## config.mk

```make
export PLATFORM = sky130hd
export DESIGN_NAME = dma_req_seq
export DESIGN_NICKNAME = d
export VERILOG_FILES = /design/src/rtl/dma_seq_pkg.sv /design/src/rtl/dma_seq_chregs.sv /design/src/rtl/dma_seq_qual.sv /design/src/rtl/dma_seq_xfer.sv /design/src/rtl/dma_req_seq.sv
export SDC_FILE = /design/constraint.sdc
export NUM_CORES = 1
export LEC_CHECK = 0
export BUFFER_PORTS_ARGS = -buffer_cell sky130_fd_sc_hd__buf_4
export CORE_ASPECT_RATIO = 1.5
export CORE_MARGIN = 3
export CORE_UTILIZATION = 25
export CTS_CLUSTER_DIAMETER = 120
export DETAILED_ROUTE_END_ITERATION = 7
export PLACE_DENSITY_LB_ADDON = 0.2
export SYNTH_ARGS = -nofsm -noshare
export SYNTH_HDL_FRONTEND = slang
export SYNTH_HIERARCHICAL = 1
export SYNTH_SLANG_ARGS = --single-unit
export TNS_END_PERCENT = 1
```

## constraint.sdc

```tcl
create_clock -name clk -period 4.64 [get_ports clk]
set_clock_uncertainty 0.15 [all_clocks]
set_input_delay 0.696 -clock clk [delete_from_list [all_inputs] [get_ports clk]]
set_output_delay 0.696 -clock clk [all_outputs]
set_load 0.01 [all_outputs]
```

## src/rtl/dma_seq_pkg.sv

```systemverilog
package dma_seq_pkg;

  typedef enum logic {
    SEQ_IDLE = 1'b0,
    SEQ_RUN  = 1'b1
  } seq_state_e;

  // configuration field selects
  localparam logic [1:0] SEL_SRC  = 2'd0;
  localparam logic [1:0] SEL_DST  = 2'd1;
  localparam logic [1:0] SEL_CNT  = 2'd2;
  localparam logic [1:0] SEL_CTRL = 2'd3;

  // CTRL bit positions
  localparam int CB_EN     = 0;
  localparam int CB_BONLY  = 1;
  localparam int CB_SFIX   = 2;
  localparam int CB_DFIX   = 3;
  localparam int CB_SZ_LO  = 4;
  localparam int CB_EXP_LO = 8;

  localparam int ARB_EXP_MAX = 10;

endpackage

```

## src/rtl/dma_seq_chregs.sv

```systemverilog
module dma_seq_chregs
  import dma_seq_pkg::*;
#(
  parameter int NCH = 4,
  parameter int AW  = 32,
  parameter int CW  = 16,
  parameter int CHW = (NCH > 1) ? $clog2(NCH) : 1
) (
  input  logic                    clk,
  input  logic                    rst_n,
  input  logic                    cfg_we,
  input  logic [CHW-1:0]          cfg_ch,
  input  logic [1:0]              cfg_sel,
  input  logic [AW-1:0]           cfg_wdata,
  input  logic                    lock,
  input  logic [CHW-1:0]          lock_ch,
  input  logic                    step,
  input  logic [CHW-1:0]          step_ch,
  output logic [NCH-1:0]          en_o,
  output logic [NCH-1:0]          bonly_o,
  output logic [NCH-1:0][AW-1:0]  src_o,
  output logic [NCH-1:0][AW-1:0]  dst_o,
  output logic [NCH-1:0][CW-1:0]  cnt_o,
  output logic [NCH-1:0][3:0]     exp_o,
  output logic [NCH-1:0][1:0]     size_o,
  output logic [NCH-1:0]          done_o
);

  for (genvar g = 0; g < NCH; g++) begin : g_ch
    logic [AW-1:0] src_q, dst_q, inc;
    logic [CW-1:0] cnt_q;
    logic          en_q, bo_q, sf_q, df_q, dn_q;
    logic [1:0]    sz_q;
    logic [3:0]    ex_q;
    logic          hit_step, hit_cfg;

    assign hit_step = step && (step_ch == CHW'(g));
    assign hit_cfg  = cfg_we && (cfg_ch == CHW'(g)) && !(lock && (lock_ch == CHW'(g)));
    assign inc      = AW'(1) << sz_q;

    always_ff @(posedge clk) begin
      if (!rst_n) begin
        src_q <= '0;
        dst_q <= '0;
        cnt_q <= '0;
        en_q  <= 1'b0;
        bo_q  <= 1'b0;
        sf_q  <= 1'b0;
        df_q  <= 1'b0;
        sz_q  <= '0;
        ex_q  <= '0;
        dn_q  <= 1'b0;
      end else begin
        dn_q <= hit_step && (cnt_q == CW'(1));
        if (hit_step) begin
          cnt_q <= cnt_q - CW'(1);
          if (!sf_q) src_q <= src_q + inc;
          if (!df_q) dst_q <= dst_q + inc;
          if (cnt_q == CW'(1)) en_q <= 1'b0;
        end else if (hit_cfg) begin
          unique case (cfg_sel)
            SEL_SRC: src_q <= cfg_wdata;
            SEL_DST: dst_q <= cfg_wdata;
            SEL_CNT: cnt_q <= cfg_wdata[CW-1:0];
            default: begin
              en_q <= cfg_wdata[CB_EN];
              bo_q <= cfg_wdata[CB_BONLY];
              sf_q <= cfg_wdata[CB_SFIX];
              df_q <= cfg_wdata[CB_DFIX];
              sz_q <= cfg_wdata[CB_SZ_LO +: 2];
              ex_q <= cfg_wdata[CB_EXP_LO +: 4];
            end
          endcase
        end
      end
    end

    assign en_o[g]    = en_q;
    assign bonly_o[g] = bo_q;
    assign src_o[g]   = src_q;
    assign dst_o[g]   = dst_q;
    assign cnt_o[g]   = cnt_q;
    assign exp_o[g]   = ex_q;
    assign size_o[g]  = sz_q;
    assign done_o[g]  = dn_q;

    // a completion pulse always leaves the channel disarmed
    p_done_disarms_r8: assert property (@(posedge clk) disable iff (!rst_n)
      dn_q |-> !en_q);

    // a step never lands on an exhausted count
    p_step_has_items_r7: assert property (@(posedge clk) disable iff (!rst_n)
      hit_step |-> (cnt_q != '0));
  end

  // at most one channel completes per cycle
  p_done_single_r8: assert property (@(posedge clk) disable iff (!rst_n)
    $onehot0(done_o));

endmodule

```

## src/rtl/dma_seq_qual.sv

```systemverilog
module dma_seq_qual #(
  parameter int NCH = 4,
  parameter int CHW = (NCH > 1) ? $clog2(NCH) : 1
) (
  input  logic           clk,
  input  logic           rst_n,
  input  logic [NCH-1:0] sreq,
  input  logic [NCH-1:0] breq,
  input  logic [NCH-1:0] en,
  input  logic [NCH-1:0] bonly,
  input  logic [NCH-1:0] cnt_nz,
  output logic           win_any,
  output logic [CHW-1:0] win_ch,
  output logic           win_burst
);

  logic [NCH-1:0] cand;

  assign cand = en & cnt_nz & (breq | (sreq & ~bonly));

  always_comb begin
    win_ch = '0;
    for (int i = NCH - 1; i >= 0; i--) begin
      if (cand[i]) win_ch = CHW'(i);
    end
  end

  assign win_any   = |cand;
  assign win_burst = breq[win_ch];

  // a burst-only winner was selected by its burst line
  p_bonly_needs_burst_r5: assert property (@(posedge clk) disable iff (!rst_n)
    (win_any && bonly[win_ch]) |-> breq[win_ch]);

  // a winner is always armed and has items left
  p_winner_armed_r9: assert property (@(posedge clk) disable iff (!rst_n)
    win_any |-> (en[win_ch] && cnt_nz[win_ch]));

endmodule

```

## src/rtl/dma_seq_xfer.sv

```systemverilog
module dma_seq_xfer
  import dma_seq_pkg::*;
#(
  parameter int NCH = 4,
  parameter int CW  = 16,
  parameter int CHW = (NCH > 1) ? $clog2(NCH) : 1
) (
  input  logic           clk,
  input  logic           rst_n,
  input  logic           win_any,
  input  logic [CHW-1:0] win_ch,
  input  logic           win_burst,
  input  logic [CW-1:0]  win_cnt,
  input  logic [3:0]     win_exp,
  input  logic           xfer_ready,
  output logic           xfer_valid,
  output logic [CHW-1:0] cur_ch,
  output logic           last,
  output logic           step
);

  seq_state_e    state_q;
  logic [CW-1:0] left_q;
  logic [3:0]    exp_c;
  logic [CW-1:0] arb_items, grant_len;

  assign exp_c     = (win_exp > 4'(ARB_EXP_MAX)) ? 4'(ARB_EXP_MAX) : win_exp;
  assign arb_items = CW'(1) << exp_c;
  assign grant_len = win_burst ? ((arb_items < win_cnt) ? arb_items : win_cnt) : CW'(1);

  assign xfer_valid = (state_q == SEQ_RUN);
  assign last       = (left_q == CW'(1));
  assign step       = xfer_valid && xfer_ready;

  always_ff @(posedge clk) begin
    if (!rst_n) begin
      state_q <= SEQ_IDLE;
      left_q  <= '0;
      cur_ch  <= '0;
    end else begin
      unique case (state_q)
        SEQ_IDLE: begin
          if (win_any) begin
            state_q <= SEQ_RUN;
            cur_ch  <= win_ch;
            left_q  <= grant_len;
          end
        end
        default: begin
          if (step) begin
            left_q <= left_q - CW'(1);
            if (last) state_q <= SEQ_IDLE;
          end
        end
      endcase
    end
  end

  // an offered item is held until accepted
  p_hold_offer_r10: assert property (@(posedge clk) disable iff (!rst_n)
    (xfer_valid && !xfer_ready) |=> (xfer_valid && $stable(cur_ch) && $stable(left_q)));

  // a running grant keeps its channel until its last item
  p_no_preempt_r4: assert property (@(posedge clk) disable iff (!rst_n)
    (xfer_valid && !(step && last)) |=> (xfer_valid && $stable(cur_ch)));

  // the end of every grant leaves one idle cycle
  p_gap_after_grant_r1: assert property (@(posedge clk) disable iff (!rst_n)
    (step && last) |=> !xfer_valid);

  // an active grant never has zero items outstanding
  p_left_nonzero_r2: assert property (@(posedge clk) disable iff (!rst_n)
    xfer_valid |-> (left_q != '0));

endmodule

```

## src/rtl/dma_req_seq.sv

```systemverilog
module dma_req_seq
  import dma_seq_pkg::*;
#(
  parameter int NCH = 4,
  parameter int AW  = 32,
  parameter int CW  = 16,
  parameter int CHW = (NCH > 1) ? $clog2(NCH) : 1
) (
  input  logic           clk,
  input  logic           rst_n,
  input  logic [NCH-1:0] sreq,
  input  logic [NCH-1:0] breq,
  input  logic           cfg_we,
  input  logic [CHW-1:0] cfg_ch,
  input  logic [1:0]     cfg_sel,
  input  logic [AW-1:0]  cfg_wdata,
  output logic           xfer_valid,
  input  logic           xfer_ready,
  output logic [CHW-1:0] xfer_chan,
  output logic [AW-1:0]  xfer_src,
  output logic [AW-1:0]  xfer_dst,
  output logic [1:0]     xfer_size,
  output logic           xfer_last,
  output logic [NCH-1:0] ch_done
);

  logic [NCH-1:0]         en, bonly, cnt_nz;
  logic [NCH-1:0][AW-1:0] src, dst;
  logic [NCH-1:0][CW-1:0] cnt;
  logic [NCH-1:0][3:0]    exps;
  logic [NCH-1:0][1:0]    sizes;
  logic                   win_any, win_burst, step;
  logic [CHW-1:0]         win_ch, cur_ch;

  for (genvar g = 0; g < NCH; g++) begin : g_nz
    assign cnt_nz[g] = (cnt[g] != '0);
  end

  dma_seq_chregs #(.NCH(NCH), .AW(AW), .CW(CW), .CHW(CHW)) u_regs (
    .clk      (clk),
    .rst_n    (rst_n),
    .cfg_we   (cfg_we),
    .cfg_ch   (cfg_ch),
    .cfg_sel  (cfg_sel),
    .cfg_wdata(cfg_wdata),
    .lock     (xfer_valid),
    .lock_ch  (cur_ch),
    .step     (step),
    .step_ch  (cur_ch),
    .en_o     (en),
    .bonly_o  (bonly),
    .src_o    (src),
    .dst_o    (dst),
    .cnt_o    (cnt),
    .exp_o    (exps),
    .size_o   (sizes),
    .done_o   (ch_done)
  );

  dma_seq_qual #(.NCH(NCH), .CHW(CHW)) u_qual (
    .clk      (clk),
    .rst_n    (rst_n),
    .sreq     (sreq),
    .breq     (breq),
    .en       (en),
    .bonly    (bonly),
    .cnt_nz   (cnt_nz),
    .win_any  (win_any),
    .win_ch   (win_ch),
    .win_burst(win_burst)
  );

  dma_seq_xfer #(.NCH(NCH), .CW(CW), .CHW(CHW)) u_xfer (
    .clk       (clk),
    .rst_n     (rst_n),
    .win_any   (win_any),
    .win_ch    (win_ch),
    .win_burst (win_burst),
    .win_cnt   (cnt[win_ch]),
    .win_exp   (exps[win_ch]),
    .xfer_ready(xfer_ready),
    .xfer_valid(xfer_valid),
    .cur_ch    (cur_ch),
    .last      (xfer_last),
    .step      (step)
  );

  assign xfer_chan = cur_ch;
  assign xfer_src  = src[cur_ch];
  assign xfer_dst  = dst[cur_ch];
  assign xfer_size = sizes[cur_ch];

  // only armed channels with items left are ever offered
  p_offer_armed_r9: assert property (@(posedge clk) disable iff (!rst_n)
    xfer_valid |-> (en[cur_ch] && cnt_nz[cur_ch]));

  // pointers of a stalled offer do not move
  p_stall_ptrs_r10: assert property (@(posedge clk) disable iff (!rst_n)
    (xfer_valid && !xfer_ready) |=> ($stable(xfer_src) && $stable(xfer_dst)));

  // an accepted item on a non-fixed source advances it by the item size
  p_src_advance_r7: assert property (@(posedge clk) disable iff (!rst_n)
    (step && !xfer_last) |=> (xfer_src == $past(xfer_src) + (AW'(1) << $past(xfer_size))) || $stable(xfer_src));

endmodule

```

* Word-level counts from Yosys, hierarchy flattened
Cells that the tools add are included.
Storage, ports and cells: flip-flop bits (word level) 383, input port bits 48, output and inout port bits 74, logic and storage cells 253
Cells by class: add/subtract/negate cells 13, magnitude comparators 4, equal/unequal tests 30, shift-type cells 5, mux-type cells 74, bitwise gates (word level) 11, reduce and logical (&&, ||, !) cells 73
Operators with widths (number):
- $mux W32 | 28
- $add A32 B32 Y32 | 8
- $mux W16 | 15
- $bmux W32 S2 | 2
- $shl A1 B2 Y32 const A | 4
- $eq A16 B1 Y1 const B | 5
- $sub A16 B1 Y16 const B | 5
- $reduce_bool A16 Y1 | 4
- $reduce_and A3 Y1 | 16
- $reduce_bool A2 Y1 | 17
- $bmux W16 S2 | 1
- $ne A2 B2 Y1 const B | 13
- $logic_and A1 B1 Y1 | 21
- $mux W1 | 18
- $lt A16 B16 Y1 | 1
- $shl A1 B4 Y16 const A | 1
- $and A4 B4 Y4 | 3
- $reduce_and A2 Y1 | 6
- $eq A2 B2 Y1 const B | 5
- $mux W2 | 5
- $bmux W4 S2 | 1
- $mux W4 | 2
- $ne A2 B1 Y1 const B | 4
- $eq A2 B1 Y1 const B | 3
- 11 further kinds | 22

* Logic depth before layout (Yosys ltp)
word-level depth 18, depth in mapped cells 18, mapped depth without buffers 15

* Hierarchy
The synthesis kept the hierarchy.
By module, submodules not included:
- dma_seq_chregs | instances 1, cells an instance 3120, area an instance 23332.4 um^2, seq. area each 7287.0 um^2
- dma_req_seq | instances 1, cells an instance 124, area an instance 2185.8 um^2, seq. area each 0.0 um^2
- dma_seq_xfer | instances 1, cells an instance 258, area an instance 1941.9 um^2, seq. area each 380.4 um^2
- dma_seq_qual | instances 1, cells an instance 16, area an instance 160.2 um^2, seq. area each 0.0 um^2

* Least setup slack after synthesis
OpenSTA, ideal clock, no wires.
path type input port to flip-flop, start point in sreq[2], end point reg u_xfer.left_q[6], library setup time 95 ps, arrival time 4214 ps, data required time 4395 ps, slack 180 ps, cell stages on the path 15, buffers on the path 2, path through nor2b_1 o211ai_2 nor2b_1 o21ba_2 buf_2 mux4_2 buf_6 nand2b_1 nor3_1 ha_1 o211ai_1 a31oi_4 o31a_2 or4b_1 o311ai_1
On the way: cells in the longest elaborated chain, start to end 16, elaborated cells between the ends (all ways) 23, those cells by class order compare: 2; shift: 1; mux: 14; bitwise: 3; reduce/logical: 3
RTL lines:
- from (decl) | line dma_req_seq.sv:11 | input logic [NCH-1:0] sreq,
- $and A4 B4 Y4 * | line dma_seq_qual.sv:19 | assign cand = en & cnt_nz & (breq | (sreq & ~bonly));
- $or A4 B4 Y4 * | line dma_seq_qual.sv:19
- $and A4 B4 Y4 * | line dma_seq_qual.sv:19
- $mux W2 * (3 in series) | line dma_seq_qual.sv:24 | if (cand[i]) win_ch = CHW'(i);
- named net win_ch[0] | line dma_req_seq.sv:33 | logic [CHW-1:0] win_ch, cur_ch;
- $bmux W4 S2 | line dma_req_seq.sv:80 | .win_exp (exps[win_ch]),
- $mux W4 (implied by the code) | line dma_req_seq.sv:80
- $gt A4 B4 Y1 | line dma_seq_xfer.sv:27 | assign exp_c = (win_exp > 4'(ARB_EXP_MAX)) ? 4'(ARB_EXP_MAX) : win_exp;
- $mux W4 | line dma_seq_xfer.sv:27
- $shl A1 B4 Y16 | line dma_seq_xfer.sv:28 | assign arb_items = CW'(1) << exp_c;
- $lt A16 B16 Y1 | line dma_seq_xfer.sv:29 | assign grant_len = win_burst ? ((arb_items < win_cnt) ? arb_items : win_cnt) : CW'(1);
- $mux W16 | line dma_seq_xfer.sv:29
- $mux W16 * | line dma_seq_xfer.sv:29
- $mux W16 * | line dma_seq_xfer.sv:43 | if (win_any) begin
- $mux W16 * | line dma_seq_xfer.sv:41 | unique case (state_q)
- to (signal assigned) | line dma_seq_xfer.sv:46 | left_q <= grant_len;
- to (signal assigned) | line dma_seq_xfer.sv:51 | left_q <= left_q - CW'(1);
- to (decl) | line dma_seq_xfer.sv:23 | logic [CW-1:0] left_q;
The timed path passes the listed nets; every way through them passes the cells marked *. The select of a mux whose other input is x is not followed. A chain may end at the register's enable or synchronous reset.

* Final worst setup path
start point reg u_regs.g_ch[0].cnt_q[1], end point reg u_xfer.left_q[1]
On the way: cells in the longest elaborated chain, start to end 14, elaborated cells between the ends (all ways) 21, those cells by class order compare: 2; shift: 1; mux: 12; bitwise: 2; reduce/logical: 4
RTL lines:
- from (decl) | line dma_seq_chregs.sv:31 | logic [CW-1:0] cnt_q;
- from (signal assigned) | line dma_seq_chregs.sv:56 | cnt_q <= cnt_q - CW'(1);
- from (signal assigned) | line dma_seq_chregs.sv:64 | SEL_CNT: cnt_q <= cfg_wdata[CW-1:0];
- $reduce_bool A16 Y1 * | line dma_req_seq.sv:36 | assign cnt_nz[g] = (cnt[g] != '0);
- named net cnt_nz[0] | line dma_req_seq.sv:27 | logic [NCH-1:0] en, bonly, cnt_nz;
- $and A4 B4 Y4 * (2 in series) | line dma_seq_qual.sv:19
- $mux W2 * | line dma_seq_qual.sv:24
- named net win_ch[0] | line dma_req_seq.sv:33
- $bmux W4 S2 | line dma_req_seq.sv:80
- $mux W4 (implied by the code) | line dma_req_seq.sv:80
- $gt A4 B4 Y1 | line dma_seq_xfer.sv:27
- $mux W4 | line dma_seq_xfer.sv:27
- $shl A1 B4 Y16 | line dma_seq_xfer.sv:28
- $lt A16 B16 Y1 | line dma_seq_xfer.sv:29
- $mux W16 | line dma_seq_xfer.sv:29
- $mux W16 * | line dma_seq_xfer.sv:29
- $mux W16 * | line dma_seq_xfer.sv:43
- $mux W16 * | line dma_seq_xfer.sv:41
Marks and branches as above.

==> results.json <==
{
  "status": "complete, no violations",
  "first_pass_iters": 6,
  "yosysSeqAreaShare_pct": 27.76,
  "power_switching_uw": 2488,
  "clk_pin_slew_worst_paths_ps": 70,
  "synthFlopType": "dfxtp_1",
  "vias_per_cell": 6.095,
  "startpoint": "u_regs/g_ch[0].cnt_q[1]",
  "worstPathMaxFanout": 12,
  "cts_buffer_depth": 3,
  "num_vias": 30660,
  "dp_hpwl_mm": 110.1,
  "area_growth_pct": 17.01,
  "fin_nets": 3661,
  "min_path_type": "input pin to flip-flop",
  "cp_slowest_cell": "mux4_2",
  "preCtsSetupSlack_ps": -190.8,
  "slew_viol_final": 0,
  "fin_ws_ps": 189.7,
  "finalHoldViolCount": 0,
  "grt_pass1_vias": 28750,
  "path_buf_inv": 4,
  "critPathCaptureType": "flip-flop",
  "crit_family": "compound AO/OA/AOI/OAI gates",
  "antenna_found_initial": 5,
  "clockPowerShare_pct": 49.6,
  "routed_wl_mm": 149.1,
  "syn_inst": 3518,
  "cp-start-kind": "flip-flop",
  "grtUsageMet3_pct": 2.887,
  "drc": 0,
  "yosys_warnings": 6,
  "final_util_pct": 29.63,
  "port_buffers": 121,
  "p_per_area_nw_per_um2": 267.3,
  "r2r_start": "u_regs/g_ch[0].cnt_q[1]",
  "tns_ps": 0,
  "clock_sinks": 383,
  "globalRouteMet1Util_pct": 28.04,
  "grt_use_met2_pct": 43.70,
  "cts_tree": "yes",
  "setup_violations": 0,
  "rows": 148,
  "crit_chain": "nor4_4 -> buf_4 -> nand4_1 -> o211a_4 -> o21ba_4 -> mux4_2 -> buf_4 -> nand2_1 -> nor3_1 -> buf_4 -> ha_1 -> o2111ai_1 -> a311oi_2 -> o31ai_2 -> buf_4 -> a2111o_1 -> nand3_1",
  "busiest_layer": "met2",
  "required_ps": 5060,
  "p_leak_uw": 0.01133,
  "comb_power_share_pct": 10.6,
  "ir_drop_mv": 0.2669,
  "maxCapViolCount": 0,
  "fin_crit_sh_pct": 95.91,
  "p_int_uw": 6149,
  "grt_max_degree": 103,
  "syn_area_um2": 27620,
  "synth_edf_count": 0,
  "grt_overflow": 0,
  "grt_pass1_wl_mm": 211.0,
  "critPathArrivalTime_ps": 4870,
  "cts_max_level": 2,
  "crit_top_cell": "buf_4",
  "async_reset_ff_share_pct": 0,
  "cts_root_buffer": "clkbuf_16",
  "die_area_um2": 114600,
  "pwr-share-seq_pct": 39.9,
  "relSlewSlack_pct": 20.31,
  "place.gp.congestion": 0.9383,
  "ys_types": 108,
  "die_h_um": 413.1,
  "fin_hold_ws_ps": 310.0,
  "drt_iter0_markers": 3495,
  "syn_avg_cell_area_um2": 7.851,
  "crit_type": "flip-flop to flip-flop",
  "numCtsBuffers": 48,
  "ios": 122,
  "postRouteAntennaNets": 0,
  "drive_gt1_share_pct": 16.05,
  "fin_crit_ps": 4450,
  "max_stage_delay_ps": 580,
  "clock.fmax_ghz": 0.2247,
  "power.total_uw": 8638,
  "synth-seq-cells": 383,
  "nFillCells": 11690,
  "wl_per_cell_um": 29.64,
  "track_usage_pct": 24.80,
  "core_area_um2": 109100,
  "hold_start": "cfg_wdata[31]",
  "worst_pin_slew_ps": 1165,
  "dieWidth_um": 277.4,
  "start_util_pct": 25.32,
  "switching_share_pct": 28.81,
  "clock_latency_ps": 640
}
==> worst min-delay path: cells and delay by family <==
| kind | cells | cell delay, ps |
|---|---|---|
| compound gates | 1 | 50 |
| simple gates | 1 | 90 |
| buf+inv | 1 | 200 |
==> Yosys cell counts (56+ instances only) <==
cell      instances  area (um2)
clkbuf_1        223       837.1
o22ai_1          56       350.3
a21oi_1         246        1231
nor4_1           69       431.7
nor3_1           96       480.5
dfxtp_1         383        7667
nor2_1          325        1220
a211oi_1         57       427.9
nand4_1         100       625.6
mux2i_1          82       820.8
o21ai_0         194       970.9
nand2_1         363        1363
mux4_2           86        1937
and3_1           89       556.8
a31oi_1          76       475.5
nand3_1         166       830.8
==> flip-flops by register name (all words and copies together) (netlist names) <==
register	cells
u_regs/g_ch.ex_q	16
u_xfer/xfer_valid	1
u_regs/g_ch.bo_q	4
u_regs/g_ch.sz_q	8
u_regs/g_ch.sf_q	4
u_xfer/left_q	16
u_regs/g_ch.df_q	4
u_regs/g_ch.src_q	128
u_regs/g_ch.cnt_q	64
u_xfer/cur_ch	2
u_regs/g_ch.dn_q	4
u_regs/g_ch.en_q	4
u_regs/g_ch.dst_q	128
==> per-layer routing <==
metal	up-vias	wire, um
met1	15090	56120
met5	-	13
li1	13660	-
met3	417	8394
met2	1495	72610
met4	2	12000
==> power by group through the flow <==
stage	Sequential [uW]	Clock, uW	Combinational, uW
after floorplan	3470	0	490
after global placement	3510	0	894
after detailed placement	3510	0	891
after CTS	3440	4360	895
after global routing	3450	4450	960
final	3450	4280	912
==> per-stage QoR <==
step	area, um2	std cells
6_report	32320	5031
5_1_grt	32310	5028
4_1_cts	32200	5023
3_5_place_dp	30460	4935
3_3_place_gp	30460	4935
2_1_floorplan	27640	3522
==> worst paths after layout <==
check                                                 to  slack [ps]  cells past startpoint
worst max-delay path                    u_xfer/left_q[1]         190                     17
worst min-delay path            u_regs/g_ch[2].dst_q[31]         310                      3
worst max register to register          u_xfer/left_q[1]         190                     17
worst min register to register       u_regs/g_ch[2].bo_q         310                      2
==> what timing repair did <==
action | in CTS | in global routing
setup endpoints to repair | 12 | 13
gates resized for setup | 5 | 15
hold buffers | 0 | 0
buffers inserted | 0 | 4
pin swaps | 0 | 4
==> layout make-up <==
| type | instances | area, um2 | share of cell area [%] |
|---|---|---|---|
| diodes | 4 | 10.01 | 0.03097 |
| clock buffers | 69 | 1411 | 4.367 |
| clock inverters | 19 | 301.5 | 0.9330 |
| inverters | 52 | 202.7 | 0.6272 |
| multi-input cells | 2784 | 18650 | 57.70 |
| flip-flops and latches | 383 | 7675 | 23.75 |
| well taps | 1425 | 1783 | 5.517 |
| repair buffers | 295 | 2287 | 7.077 |
==> logic make-up after synthesis <==
group | share of synthesized area, %
multiplexers | 10.39
AO/OA/AOI/OAI | 26.19
XOR/XNOR | 0.8245
buffers and inverters | 5.454
flip-flops | 27.76
other | 0.01358
AND/OR/NAND/NOR | 26.93
adder cells (fa/ha/maj) | 2.437
==> cells in the final DEF (no fill, tap or decap), types with 51 or more instances in the layout <==
| master | instances |
|---|---|
| dfxtp_1 | 381 |
| nand2_1 | 363 |
| nor2_1 | 321 |
| buf_4 | 288 |
| a21oi_1 | 243 |
| o21ai_0 | 194 |
| nand3_1 | 165 |
| nand4_1 | 100 |
| nor3_1 | 94 |
| and3_1 | 88 |
| mux4_2 | 86 |
| mux2i_1 | 82 |
| a31oi_1 | 75 |
| nor4_1 | 59 |
| a211oi_1 | 57 |
| o22ai_1 | 56 |
| inv_1 | 51 |
No activity file was read; power rests on OpenSTA's default activity.
